<file path="src/rtl/rtc_snap_pkg.sv">
package rtc_snap_pkg;

   localparam int unsigned CLK_BYTES = 8;
   localparam int unsigned CTRL_IDX  = 12;
   localparam int unsigned GP_BYTES  = CTRL_IDX - CLK_BYTES;
   localparam int unsigned HALT_POS  = 6;
   localparam int unsigned PTR_W     = $clog2(CTRL_IDX + 1);

   typedef struct packed {
      logic [7:0] year;
      logic [7:0] mon;
      logic [7:0] date;
      logic [7:0] dow;
      logic [7:0] hour;
      logic [7:0] min;
      logic [7:0] sec;
   } rtc_time_t;

   localparam rtc_time_t TIME_RST = '{year: 8'h00, mon: 8'h01, date: 8'h01,
                                      dow: 8'h01, hour: 8'h00, min: 8'h00,
                                      sec: 8'h00};

   function automatic logic [7:0] bcd_inc(input logic [7:0] v);
      if (v[3:0] >= 4'd9) return {v[7:4] + 4'd1, 4'd0};
      return v + 8'd1;
   endfunction

   // tens digit odd when bit 4 set
   function automatic logic is_leap(input logic [7:0] y);
      if (y[4]) return (y[3:0] == 4'd2) || (y[3:0] == 4'd6);
      return (y[3:0] == 4'd0) || (y[3:0] == 4'd4) || (y[3:0] == 4'd8);
   endfunction

   function automatic logic [7:0] last_day(input logic [7:0] m, input logic [7:0] y);
      case (m)
         8'h02:                      return is_leap(y) ? 8'h29 : 8'h28;
         8'h04, 8'h06, 8'h09, 8'h11: return 8'h30;
         default:                    return 8'h31;
      endcase
   endfunction

   function automatic rtc_time_t time_tick(input rtc_time_t t);
      rtc_time_t n;
      n = t;
      if (t.sec < 8'h59) n.sec = bcd_inc(t.sec);
      else begin
         n.sec = 8'h00;
         if (t.min < 8'h59) n.min = bcd_inc(t.min);
         else begin
            n.min = 8'h00;
            if (t.hour < 8'h23) n.hour = bcd_inc(t.hour);
            else begin
               n.hour = 8'h00;
               n.dow  = (t.dow >= 8'h07) ? 8'h01 : bcd_inc(t.dow);
               if (t.date < last_day(t.mon, t.year)) n.date = bcd_inc(t.date);
               else begin
                  n.date = 8'h01;
                  if (t.mon < 8'h12) n.mon = bcd_inc(t.mon);
                  else begin
                     n.mon  = 8'h01;
                     n.year = (t.year >= 8'h99) ? 8'h00 : bcd_inc(t.year);
                  end
               end
            end
         end
      end
      return n;
   endfunction

endpackage

</file>
<file path="src/rtl/rtc_prescaler.sv">
module rtc_prescaler #(
   parameter int unsigned PRESCALE = 32768
) (
   input  logic       clk,
   input  logic       rst_n,
   input  logic       osc_en,
   input  logic       restart,
   output logic       tick,
   output logic [7:0] frac_nxt
);
   localparam int unsigned CW = (PRESCALE > 2) ? $clog2(PRESCALE) : 1;
   localparam logic [CW-1:0] LAST = CW'(PRESCALE - 1);

   logic [CW-1:0] cnt_q;
   logic [CW-1:0] cnt_run;

   assign tick    = osc_en && (cnt_q == LAST);
   assign cnt_run = !osc_en ? cnt_q : (tick ? '0 : cnt_q + CW'(1));

   always_ff @(posedge clk) begin
      if (!rst_n || restart) cnt_q <= '0;
      else                   cnt_q <= cnt_run;
   end

   // fraction byte: top eight bits of the count, or the whole count if narrower
   generate
      if (CW >= 8) begin : g_wide
         assign frac_nxt = cnt_run[CW-1 -: 8];
      end else begin : g_narrow
         assign frac_nxt = {{(8-CW){1'b0}}, cnt_run};
      end
   endgenerate
endmodule

</file>
<file path="src/rtl/rtc_counters.sv">
module rtc_counters
   import rtc_snap_pkg::*;
(
   input  logic      clk,
   input  logic      rst_n,
   input  logic      tick,
   input  logic      load,
   input  rtc_time_t load_val,
   output rtc_time_t cur,
   output rtc_time_t nxt
);
   assign nxt = tick ? time_tick(cur) : cur;

   always_ff @(posedge clk) begin
      if (!rst_n)    cur <= TIME_RST;
      else if (load) cur <= load_val;
      else           cur <= nxt;
   end
endmodule

</file>
<file path="src/rtl/rtc_host_port.sv">
module rtc_host_port
   import rtc_snap_pkg::*;
(
   input  logic                     clk,
   input  logic                     rst_n,
   input  logic                     pwr_fail,
   input  logic                     xfer_start,
   input  logic [7:0]               xfer_addr,
   input  logic                     wr_stb,
   input  logic [7:0]               wr_data,
   input  logic                     rd_stb,
   input  logic                     xfer_stop,
   input  rtc_time_t                snap_time,
   input  logic [7:0]               snap_frac,
   output logic [7:0]               rd_data,
   output logic                     halt,
   output logic                     commit,
   output rtc_time_t                commit_time,
   output logic [8*CLK_BYTES-1:0]   bank_flat,
   output logic [PTR_W-1:0]         ptr_o
);
   localparam int unsigned BW  = $clog2(CLK_BYTES);
   localparam int unsigned GW  = (GP_BYTES > 1) ? $clog2(GP_BYTES) : 1;
   localparam logic [PTR_W-1:0] PCTRL = PTR_W'(CTRL_IDX);
   localparam logic [8*CLK_BYTES-1:0] BANK_RST = {TIME_RST, 8'h00};

   logic [PTR_W-1:0] ptr_q;
   logic             halt_q, dirty_q;
   logic [7:0]       ctrl_q;
   logic [7:0]       gp_q [GP_BYTES];
   logic [8*CLK_BYTES-1:0] snap_vec;
   logic             access, wr_ok, refresh;

   assign access   = (wr_stb || rd_stb) && !xfer_start && !xfer_stop;
   assign wr_ok    = wr_stb && !xfer_start && !xfer_stop;
   assign refresh  = !halt_q && (xfer_start || pwr_fail);
   assign snap_vec = {snap_time, snap_frac};

   generate
      for (genvar gi = 0; gi < CLK_BYTES; gi++) begin : g_bank
         always_ff @(posedge clk) begin
            if (!rst_n)
               bank_flat[gi*8 +: 8] <= BANK_RST[gi*8 +: 8];
            else if (refresh)
               bank_flat[gi*8 +: 8] <= snap_vec[gi*8 +: 8];
            else if (wr_ok && ptr_q == PTR_W'(gi))
               bank_flat[gi*8 +: 8] <= wr_data;
         end
      end
      for (genvar gj = 0; gj < GP_BYTES; gj++) begin : g_gp
         always_ff @(posedge clk) begin
            if (!rst_n)                                   gp_q[gj] <= 8'h00;
            else if (wr_ok && ptr_q == PTR_W'(CLK_BYTES + gj)) gp_q[gj] <= wr_data;
         end
      end
   endgenerate

   always_ff @(posedge clk) begin
      if (!rst_n) begin
         ptr_q   <= '0;
         halt_q  <= 1'b0;
         dirty_q <= 1'b0;
         ctrl_q  <= 8'h00;
      end else begin
         if (xfer_start)
            ptr_q <= (xfer_addr > 8'(CTRL_IDX)) ? '0 : xfer_addr[PTR_W-1:0];
         else if (access)
            ptr_q <= (ptr_q >= PCTRL) ? '0 : ptr_q + PTR_W'(1);

         if (xfer_start || xfer_stop)
            dirty_q <= 1'b0;
         else if (wr_ok && ptr_q < PTR_W'(CLK_BYTES))
            dirty_q <= 1'b1;

         if (wr_ok && ptr_q == PCTRL)
            ctrl_q <= wr_data & ~(8'h01 << HALT_POS);

         if (pwr_fail)
            halt_q <= 1'b1;
         else if (wr_ok && ptr_q == PCTRL)
            halt_q <= wr_data[HALT_POS];
      end
   end

   always_comb begin
      if (ptr_q < PTR_W'(CLK_BYTES))
         rd_data = bank_flat[ptr_q[BW-1:0]*8 +: 8];
      else if (ptr_q < PCTRL)
         rd_data = gp_q[ptr_q[GW-1:0]];
      else
         rd_data = ctrl_q | (8'(halt_q) << HALT_POS);
   end

   assign commit      = xfer_stop && dirty_q && !xfer_start;
   assign commit_time = bank_flat[8*CLK_BYTES-1:8];
   assign halt        = halt_q;
   assign ptr_o       = ptr_q;
endmodule

</file>
<file path="src/rtl/rtc_snap_regfile.sv">
module rtc_snap_regfile
   import rtc_snap_pkg::*;
#(
   parameter int unsigned PRESCALE = 32768
) (
   input  logic       clk,
   input  logic       rst_n,
   input  logic       osc_en,
   input  logic       pwr_fail,
   input  logic       xfer_start,
   input  logic [7:0] xfer_addr,
   input  logic       wr_stb,
   input  logic [7:0] wr_data,
   input  logic       rd_stb,
   output logic [7:0] rd_data,
   input  logic       xfer_stop,
   output logic       halt
);
   generate
      if (PRESCALE < 2) begin : g_bad_prescale
         $error("PRESCALE must be at least 2");
      end
   endgenerate

   logic      tick, commit_w;
   logic [7:0] frac_nxt;
   rtc_time_t cnt_cur, cnt_nxt, commit_time;
   logic [8*CLK_BYTES-1:0] dbg_bank;
   logic [PTR_W-1:0]       dbg_ptr;

   rtc_prescaler #(.PRESCALE(PRESCALE)) u_pre (
      .clk(clk), .rst_n(rst_n), .osc_en(osc_en), .restart(commit_w),
      .tick(tick), .frac_nxt(frac_nxt)
   );

   rtc_counters u_cnt (
      .clk(clk), .rst_n(rst_n), .tick(tick), .load(commit_w),
      .load_val(commit_time), .cur(cnt_cur), .nxt(cnt_nxt)
   );

   rtc_host_port u_port (
      .clk(clk), .rst_n(rst_n), .pwr_fail(pwr_fail),
      .xfer_start(xfer_start), .xfer_addr(xfer_addr),
      .wr_stb(wr_stb), .wr_data(wr_data), .rd_stb(rd_stb),
      .xfer_stop(xfer_stop), .snap_time(cnt_nxt), .snap_frac(frac_nxt),
      .rd_data(rd_data), .halt(halt), .commit(commit_w),
      .commit_time(commit_time), .bank_flat(dbg_bank), .ptr_o(dbg_ptr)
   );
endmodule

</file>
<file path="config.mk">
export PLATFORM = sky130hd
export DESIGN_NAME = rtc_snap_regfile
export DESIGN_NICKNAME = d
export VERILOG_FILES = /design/src/rtl/rtc_snap_pkg.sv /design/src/rtl/rtc_prescaler.sv /design/src/rtl/rtc_counters.sv /design/src/rtl/rtc_host_port.sv /design/src/rtl/rtc_snap_regfile.sv
export SDC_FILE = /design/constraint.sdc
export NUM_CORES = 1
export LEC_CHECK = 0
export BUFFER_PORTS_ARGS = -buffer_cell sky130_fd_sc_hd__buf_2
export CAP_MARGIN = 20
export CORE_UTILIZATION = 45
export DETAILED_ROUTE_END_ITERATION = 7
export PLACE_DENSITY_LB_ADDON = 0.2
export SETUP_SLACK_MARGIN = 0.3
export SYNTH_ARGS = -nofsm -noshare
export SYNTH_HDL_FRONTEND = slang
export SYNTH_HIERARCHICAL = 1
export SYNTH_SLANG_ARGS = --single-unit
</file>
<file path="constraint.sdc">
create_clock -name clk -period 4.1 [get_ports clk]
set_input_delay 0.205 -clock clk [delete_from_list [all_inputs] [get_ports clk]]
set_output_delay 0.205 -clock clk [all_outputs]
set_load 0.01 [all_outputs]
</file>
; ---- After elaboration in Yosys (flattened, before gate mapping)
; Memory sizes are Yosys's and may differ from the RTL's. A register that Yosys moved wholly into a read port is not among the register bits.
; Cells that the tools add are included.
; W data, S select, Z words.
[word_totals]
register_bits = 148
ram_bits = 32
input_bits = 24
word_cells = 251
n_memories = 1
[mem_list]
columns = name, words, word_bits, rd, rd_ports_with_merged_regs, wr, line
row1 = u_port.gp_q, 4, 8, 1, 1, 4, rtc_host_port.sv:30  ; logic [7:0] gp_q [GP_BYTES];
[classes]
add_sub_neg = 16
order_cmp = 18
n_eq_ne = 22
n_shift = 1
mux = 119
n_bitwise = 6
reduce_logical = 47
[ops]
columns = cell, count
row1 = $mux W8, 47
row2 = $mux W56, 2
row3 = $shiftx A64 B7 Y8, 1
row4 = $mux W1, 57
row5 = $add A8 B1 Y8 const B, 7
row6 = $mux W48, 1
row7 = $mux W40, 1
row8 = $add A4 B1 Y4 const B, 8
row9 = $ge A4 B4 Y1 const B, 8
row10 = $mux W32, 1
row11 = $mux W15, 2
row12 = $eq A4 B3 Y1 const B, 6
row13 = $eq A4 B4 Y1 const B, 6
row14 = $logic_and A1 B1 Y1, 22
row15 = $reduce_bool A2 Y1, 10
row16 = $eq A8 B3 Y1 const B, 2
row17 = $lt A8 B7 Y1 const B, 2
row18 = $mux W16, 1
row19 = $mux W4, 4
row20 = $pmux W8 S2, 1
row21 = $add A15 B1 Y15 const B, 1
row22 = $eq A15 B15 Y1 const B, 1
row23 = $eq A4 B2 Y1 const B, 3
row24 = $eq A8 B2 Y1 const B, 1
row25 = 19 further kinds, 34

; ---- Longest topological paths before layout
; Gate-level depths: netlist of run 1.
[logic_depth]
depth_word = 29
depth_mapped = 15

; ---- By module
; Netlist of run 1, hierarchy kept.
[by_module_without_submodules]
columns = module, n_inst, cells_each, area_each_um2
row1 = rtc_host_port, 1, 659, 6163.4
row2 = rtc_counters, 1, 504, 3983.8
row3 = rtc_prescaler, 1, 84, 755.7

; ---- Worst setup path after synthesis of run 1
; Ideal clock, no wire load.
[synth_timing]
path_kind = register -> register
from = reg u_pre.cnt_q[0]
to = reg u_port.bank_flat[53]
setup_ns = 0.122
arrival_ns = 3.194
t_required_ns = 3.978
setup_slack_ns = 0.785
path_stages_with_launch = 16
cell_sequence = dfxtp_1 -> ha_1 -> nand3_1 -> or4_4 -> buf_6 -> nor2_1 -> o21ai_0 -> or4b_1 -> buf_2 -> a21oi_1 -> and3_1 -> buf_4 -> mux2i_1 -> nor2_1 -> o21ai_0 -> a21oi_1
[synth_lines]
columns = item, line
row1 = from (decl), rtc_prescaler.sv:14  ; logic [CW-1:0] cnt_q;
row2 = from (signal assigned), rtc_prescaler.sv:22  ; else cnt_q <= cnt_run;
row3 = "to (signal, indexed assignment)", rtc_host_port.sv:43  ; bank_flat[gi*8 +: 8] <= BANK_RST[gi*8 +: 8];
row4 = "to (signal, indexed assignment)", rtc_host_port.sv:45  ; bank_flat[gi*8 +: 8] <= snap_vec[gi*8 +: 8];
row5 = "to (signal, indexed assignment)", rtc_host_port.sv:47  ; bank_flat[gi*8 +: 8] <= wr_data;
row6 = to (decl), rtc_host_port.sv:19  ; output logic [8*CLK_BYTES-1:0] bank_flat,

==> results of run 1 <==
[critical path: stages, from the launching register on]
cell,delay (ps)
dfxtp_1,400
ha_1,220
nand3_1,150
or4_4,510
nor2_1,140
o21ai_0,140
or4b_1,730
a21oi_2,270
and3_1,310
mux2i_1,280
nor2_1,60
o21ai_0,180
a21oi_1,60
[placed cells by master (no fill, tap or decap), types with 17 or more instances in the layout]
| cell type | count |
|---|---|
| nor2_1 | 81 |
| and2_1 | 40 |
| a21oi_1 | 151 |
| nand3_1 | 31 |
| buf_2 | 32 |
| mux4_2 | 24 |
| ha_1 | 46 |
| clkbuf_16 | 17 |
| edfxtp_1 | 32 |
| o21ba_2 | 17 |
| nand2b_1 | 17 |
| buf_4 | 24 |
| mux2i_1 | 18 |
| inv_1 | 36 |
| nand2_1 | 54 |
| o21ai_0 | 182 |
| dfxtp_1 | 150 |
[flip-flops by register name (all words and copies together), names as in the netlist, named ones only]
| signal | flops |
|---|---|
| u_cnt/cur | 56 |
| u_port/ptr_o | 4 |
| u_pre/cnt_q | 15 |
| u_port/ctrl_q | 7 |
| u_port/dirty_q | 1 |
| u_port/gp_q | 32 |
| u_port/bank_flat | 64 |
| u_port/halt | 1 |
[routing by layer]
layer	track usage	up-vias	wire length, um
met5	0	-	0
met4	0.0846	0	766
met3	0.0454	43	2050
met2	0.387	315	13600
met1	0.350	4342	14000
li1	-	4318	-
[area by class of cell]
cell class	instances	area (um2)	area share
multi-input cells	886	5980	0.523
clock buffers	17	425	0.0373
inverters	36	135	0.0118
clock inverters	15	179	0.0157
repair buffers	56	340	0.0298
well taps	319	399	0.0350
flip-flops and latches	182	3960	0.347
[where the power goes]
part	internal (mW)	switching [mW]
sequential	1.88	0.0611
combinational	0.173	0.292
clock	0.834	0.851
[cell families (layout without fill, tap and decap cells)]
logic type | count (synthesis) | in the layout | synth area share
buffers and inverters | 179 | 124 | 0.0894
multiplexers | 46 | 46 | 0.0702
AND/OR/NAND/NOR | 311 | 311 | 0.155
XOR/XNOR | 18 | 18 | 0.0145
flip-flops | 182 | 182 | 0.364
AO/OA/AOI/OAI | 465 | 465 | 0.255
adder cells (fa/ha/maj) | 46 | 46 | 0.0528
[worst paths after layout]
kind,start,endpoint,slack [ps],cells past startpoint
setup / recovery,u_pre/cnt_q[0],u_port/bank_flat[53],540,12
hold / removal,xfer_stop,u_port/dirty_q,50,2
setup reg to reg,u_pre/cnt_q[0],u_port/bank_flat[53],540,12
hold reg to reg,u_port/bank_flat[7],u_port/bank_flat[7],480,2
[timing repair]
item                                    in CTS  in global routing
hold endpoints to repair                     0                  0
resized for setup                            0                  1
endpoints found under the setup margin       0                  2
[through the flow]
step | total power, mW | setup WS [ps] | util
after floorplan | 2.33 | 785 | -
after global placement | 2.44 | 659 | 0.458
after detailed placement | 2.44 | 507 | 0.458
after CTS | 4.11 | 498 | 0.483
after global routing | 4.23 | 332 | 0.484
final | 4.09 | 544 | 0.484
==> flow_summary.json, run 1 <==
{
  "ys_warn_count": 6,
  "cts_tree": "done",
  "grt_overflow": 0,
  "yosysUniqueCellTypes": 79,
  "hold_class": "in -> reg",
  "synth_top_area_share": 0.275,
  "synth_area_um2": 10900,
  "grt_max_degree": 84,
  "drv_cap": 0,
  "fin_skew_ps": 10.9,
  "syn_inst": 1247,
  "synth-seq-cells": 182,
  "yosysMostFrequentCell": "o21ai_0",
  "drtIter0Drc": 842,
  "async_reset_ff_frac": 0,
  "ant_nets": 0,
  "clk_path_buf_depth": 2,
  "hold_slack_ps": 47.4,
  "fin_area_um2": 11400,
  "rsz0062_at_grt": "no",
  "insertion_delay_ps": 440,
  "ys_top_cells_by_area": "dfxtp_1 (28%), edfxtp_1 (8.8%), o21ai_0 (8.4%)",
  "cts_max_level": 4,
  "wl_mm": 30.4,
  "grt_usage": 0.251,
  "final_layout_size_suffix_gt1_frac": 0.136,
  "io_pins": 33,
  "cellPowerDensity_nw_per_um2": 358,
  "fill_cells": 2247,
  "setup_viol": 0,
  "routed_via_density": 5.97,
  "holdBufCountCts": 0,
  "finalHoldViolCount": 0,
  "fp.dieW_um": 158,
  "antenna_found_initial": 0,
  "yosysTopAreaCell": "dfxtp_1",
  "max_clock_freq_mhz": 281,
  "yosys-top-cells-count": "o21ai_0 (182), a21oi_1 (152), dfxtp_1 (150)",
  "synth_edf_count": 32,
  "peakVddDrop_uv": 240,
  "place_area_um2": 10800,
  "port_buffers": 32,
  "postSynthAreaPerCell_um2": 8.74,
  "grt_pass1_vias": 8408,
  "hpwlAfterDp_mm": 20.8,
  "numCtsBuffers": 17,
  "rows": 56,
  "die_height_um": 158,
  "tns_ps": 0,
  "drc": 3,
  "area_growth_pct": 4.74,
  "dr_total_vias": 9018,
  "first_pass_iters": 8,
  "outcome": "complete, but fails checks",
  "critPathMaxFanout": 6,
  "synth.net_count": 1317,
  "die_area_um2": 24900,
  "cts_root_buf": "clkbuf_16",
  "fin_crit_ps": 3560,
  "fin_cells": 1511,
  "nets": 1249,
  "violations": "design-rule violations",
  "worstSetupStartpointType": "register",
  "cp.required_ps": 4430,
  "maxSlewHeadroom": 0.335,
  "path_class": "reg -> reg",
  "routabilityCongestion": 0.867,
  "start_util": 0.462,
  "post_cts_buffers": 0,
  "worstPathArrival_ps": 3880,
  "clk_pin_slew_ps": 80,
  "synth-main-ff-cell": "dfxtp_1",
  "core_area_um2": 23600,
  "dp.cells": 1479,
  "yosysSeqAreaShare": 0.364,
  "worstMarginPinSlew_ps": 996,
  "grt_pass1_wl_mm": 47.4,
  "finalCritPeriodShare": 0.867,
  "wire_per_inst_um": 20.1,
  "endpoint_kind": "register",
  "numClockSinks": 182,
  "leakage_nw": 4.27,
  "n_antenna_cell": 0,
  "slew_viol_final": 0
}
Power figures use the tool's default switching activity.
==> run 2: changes to the inputs <==
--- a/config.mk
+++ b/config.mk
@@ -7,7 +7,7 @@
 export LEC_CHECK = 0
 export BUFFER_PORTS_ARGS = -buffer_cell sky130_fd_sc_hd__buf_2
 export CAP_MARGIN = 20
-export CORE_UTILIZATION = 45
+export CORE_UTILIZATION = 60
 export DETAILED_ROUTE_END_ITERATION = 7
 export PLACE_DENSITY_LB_ADDON = 0.2
 export SETUP_SLACK_MARGIN = 0.3
==> flow_summary.json, run 2 (same netlist as run 1, synthesis figures left out) <==
{
  "outcome": "finished clean",
  "antenna_found_initial": 0,
  "io_pins": 33,
  "area_growth_pct": 3.73,
  "core_area_um2": 17500,
  "max_clock_freq_mhz": 282,
  "routabilityCongestion": 0.879,
  "cts_tree": "done",
  "insertion_delay_ps": 440,
  "hold_slack_ps": 67.8,
  "start_util": 0.622,
  "die_area_um2": 18700,
  "cp-startpoint": "u_pre/cnt_q[0]",
  "rsz0062_at_grt": "yes",
  "critPathMaxFanout": 10,
  "layout_commonest_cell": "o21ai_0",
  "comb_power_share": 0.115,
  "worstPathArrival_ps": 3870,
  "p_clk_frac": 0.405,
  "seqPwrFrac": 0.480,
  "fin_skew_ps": 6.55,
  "drv_cap": 0,
  "reg2regPathDepth": 13,
  "grt_max_degree": 68,
  "fin_cells": 1421,
  "grt_pass1_vias": 8666,
  "numClockSinks": 182,
  "finalHoldViolCount": 0,
  "clk_pin_slew_ps": 70,
  "place_area_um2": 10700,
  "fp.dieW_um": 137,
  "largest_reg_flops": 64,
  "final_layout_size_suffix_gt1_frac": 0.136,
  "endpoint_kind": "register",
  "grt_usage": 0.323,
  "top_regs": "u_port/bank_flat x64, u_cnt/cur x56, u_port/gp_q x32",
  "ant_nets": 0,
  "routed_via_density": 6.53,
  "regMostFlops": "u_port/bank_flat",
  "nets": 1252,
  "peakVddDrop_uv": 303,
  "cellPowerDensity_nw_per_um2": 359,
  "path_class": "reg -> reg",
  "leakage_nw": 4.26,
  "p_switching_mw": 1.10,
  "ff2ff_setup_slack_ps": 550,
  "grt_overflow": 0,
  "r2r-end": "u_port/bank_flat[46]",
  "swShare": 0.270,
  "fill_cells": 1497,
  "cp.required_ps": 4420,
  "dr_total_vias": 9284,
  "holdBufCountCts": 0,
  "drtIter0Drc": 914,
  "cts_max_level": 4,
  "internal_power_mw": 2.96,
  "rows": 48,
  "cts_root_buf": "clkbuf_16",
  "numCtsBuffers": 17,
  "wire_per_inst_um": 20.8,
  "r2r-start": "u_pre/cnt_q[0]",
  "drc": 0,
  "grt_pass1_wl_mm": 46.3,
  "wl_mm": 29.6,
  "crit_path_end": "u_port/bank_flat[46]",
  "hold_class": "in -> reg",
  "die_height_um": 137,
  "clk_path_buf_depth": 2,
  "fin_crit_ps": 3550,
  "worstMarginPinSlew_ps": 1120,
  "first_pass_iters": 6,
  "finalCritPeriodShare": 0.866,
  "setup_viol": 0,
  "layout_common_cells": "o21ai_0 (182), a21oi_1 (151), dfxtp_1 (150)",
  "slew_viol_final": 0,
  "dp.cells": 1384,
  "port_buffers": 32,
  "hpwlAfterDp_mm": 20.1,
  "worstSetupStartpointType": "register",
  "tns_ps": 0,
  "maxSlewHeadroom": 0.252,
  "power_mw": 4.06,
  "fin_area_um2": 11300
}
==> run 2: worst min path at each step <==
stage	start	endpoint	cells past startpoint
after floorplan	wr_data[3]	u_port/ctrl_q[3]	2
final	xfer_stop	u_port/dirty_q	2
after CTS	xfer_stop	u_port/dirty_q	2
after global routing	xfer_stop	u_port/dirty_q	2
after global placement	u_port/bank_flat[6]	u_port/bank_flat[6]	2
after detailed placement	u_port/bank_flat[6]	u_port/bank_flat[6]	2
==> run 2: layout make-up <==
cell class	count	area, um2	area share
timing repair buffer	59	363	0.0321
clock inverter	14	150	0.0133
antenna	1	2.50	0.000221
clock buffer	18	429	0.0379
sequential	182	3960	0.350
inverter	36	135	0.0119
tap	225	282	0.0249
multi-input combinational	886	5980	0.529
==> run 2: power by group through the flow <==
stage	logic (mW)	clock network, mW	registers (mW)
global placement	0.444	0	1.98
CTS	0.454	1.66	1.94
global route	0.503	1.72	1.95
floorplan	0.376	0	1.95
finish	0.466	1.64	1.95
detailed placement	0.452	0	1.98
==> run 2: critical path: stages (launching register included) <==
cell     delay (ps)
dfxtp_1         400
ha_1            220
nand3_1         140
or4_4           500
nor2_1          190
o21ai_0         100
or4b_1          730
buf_4           280
nor2_1          250
nand2_1         110
xor2_1          190
nor2_1           70
o21ai_0         200
a21oi_1          60
==> run 2: routing by layer <==
layer / up-vias / wire (um) / global-route usage / share of wire
met4: 0 / 935 / 0.127 / 0.032
met2: 449 / 13700 / 0.510 / 0.46
li1: 4335 / - / - / -
met1: 4424 / 12200 / 0.431 / 0.41
met3: 76 / 2780 / 0.0696 / 0.094
met5: - / 0 / 0 / 0
==> run 2: stage by stage <==
stage / setup slack, ps / util
6_report: 550 / 0.645
3_3_place_gp: 469 / 0.609
5_1_grt: 260 / 0.645
3_5_place_dp: 346 / 0.609
4_1_cts: 325 / 0.642
2_1_floorplan: 785 / -
==> run 2: what timing repair did <==
item	CTS	global route
gates resized for setup	0	2
setup buffers	0	4
setup endpoints to repair	0	18
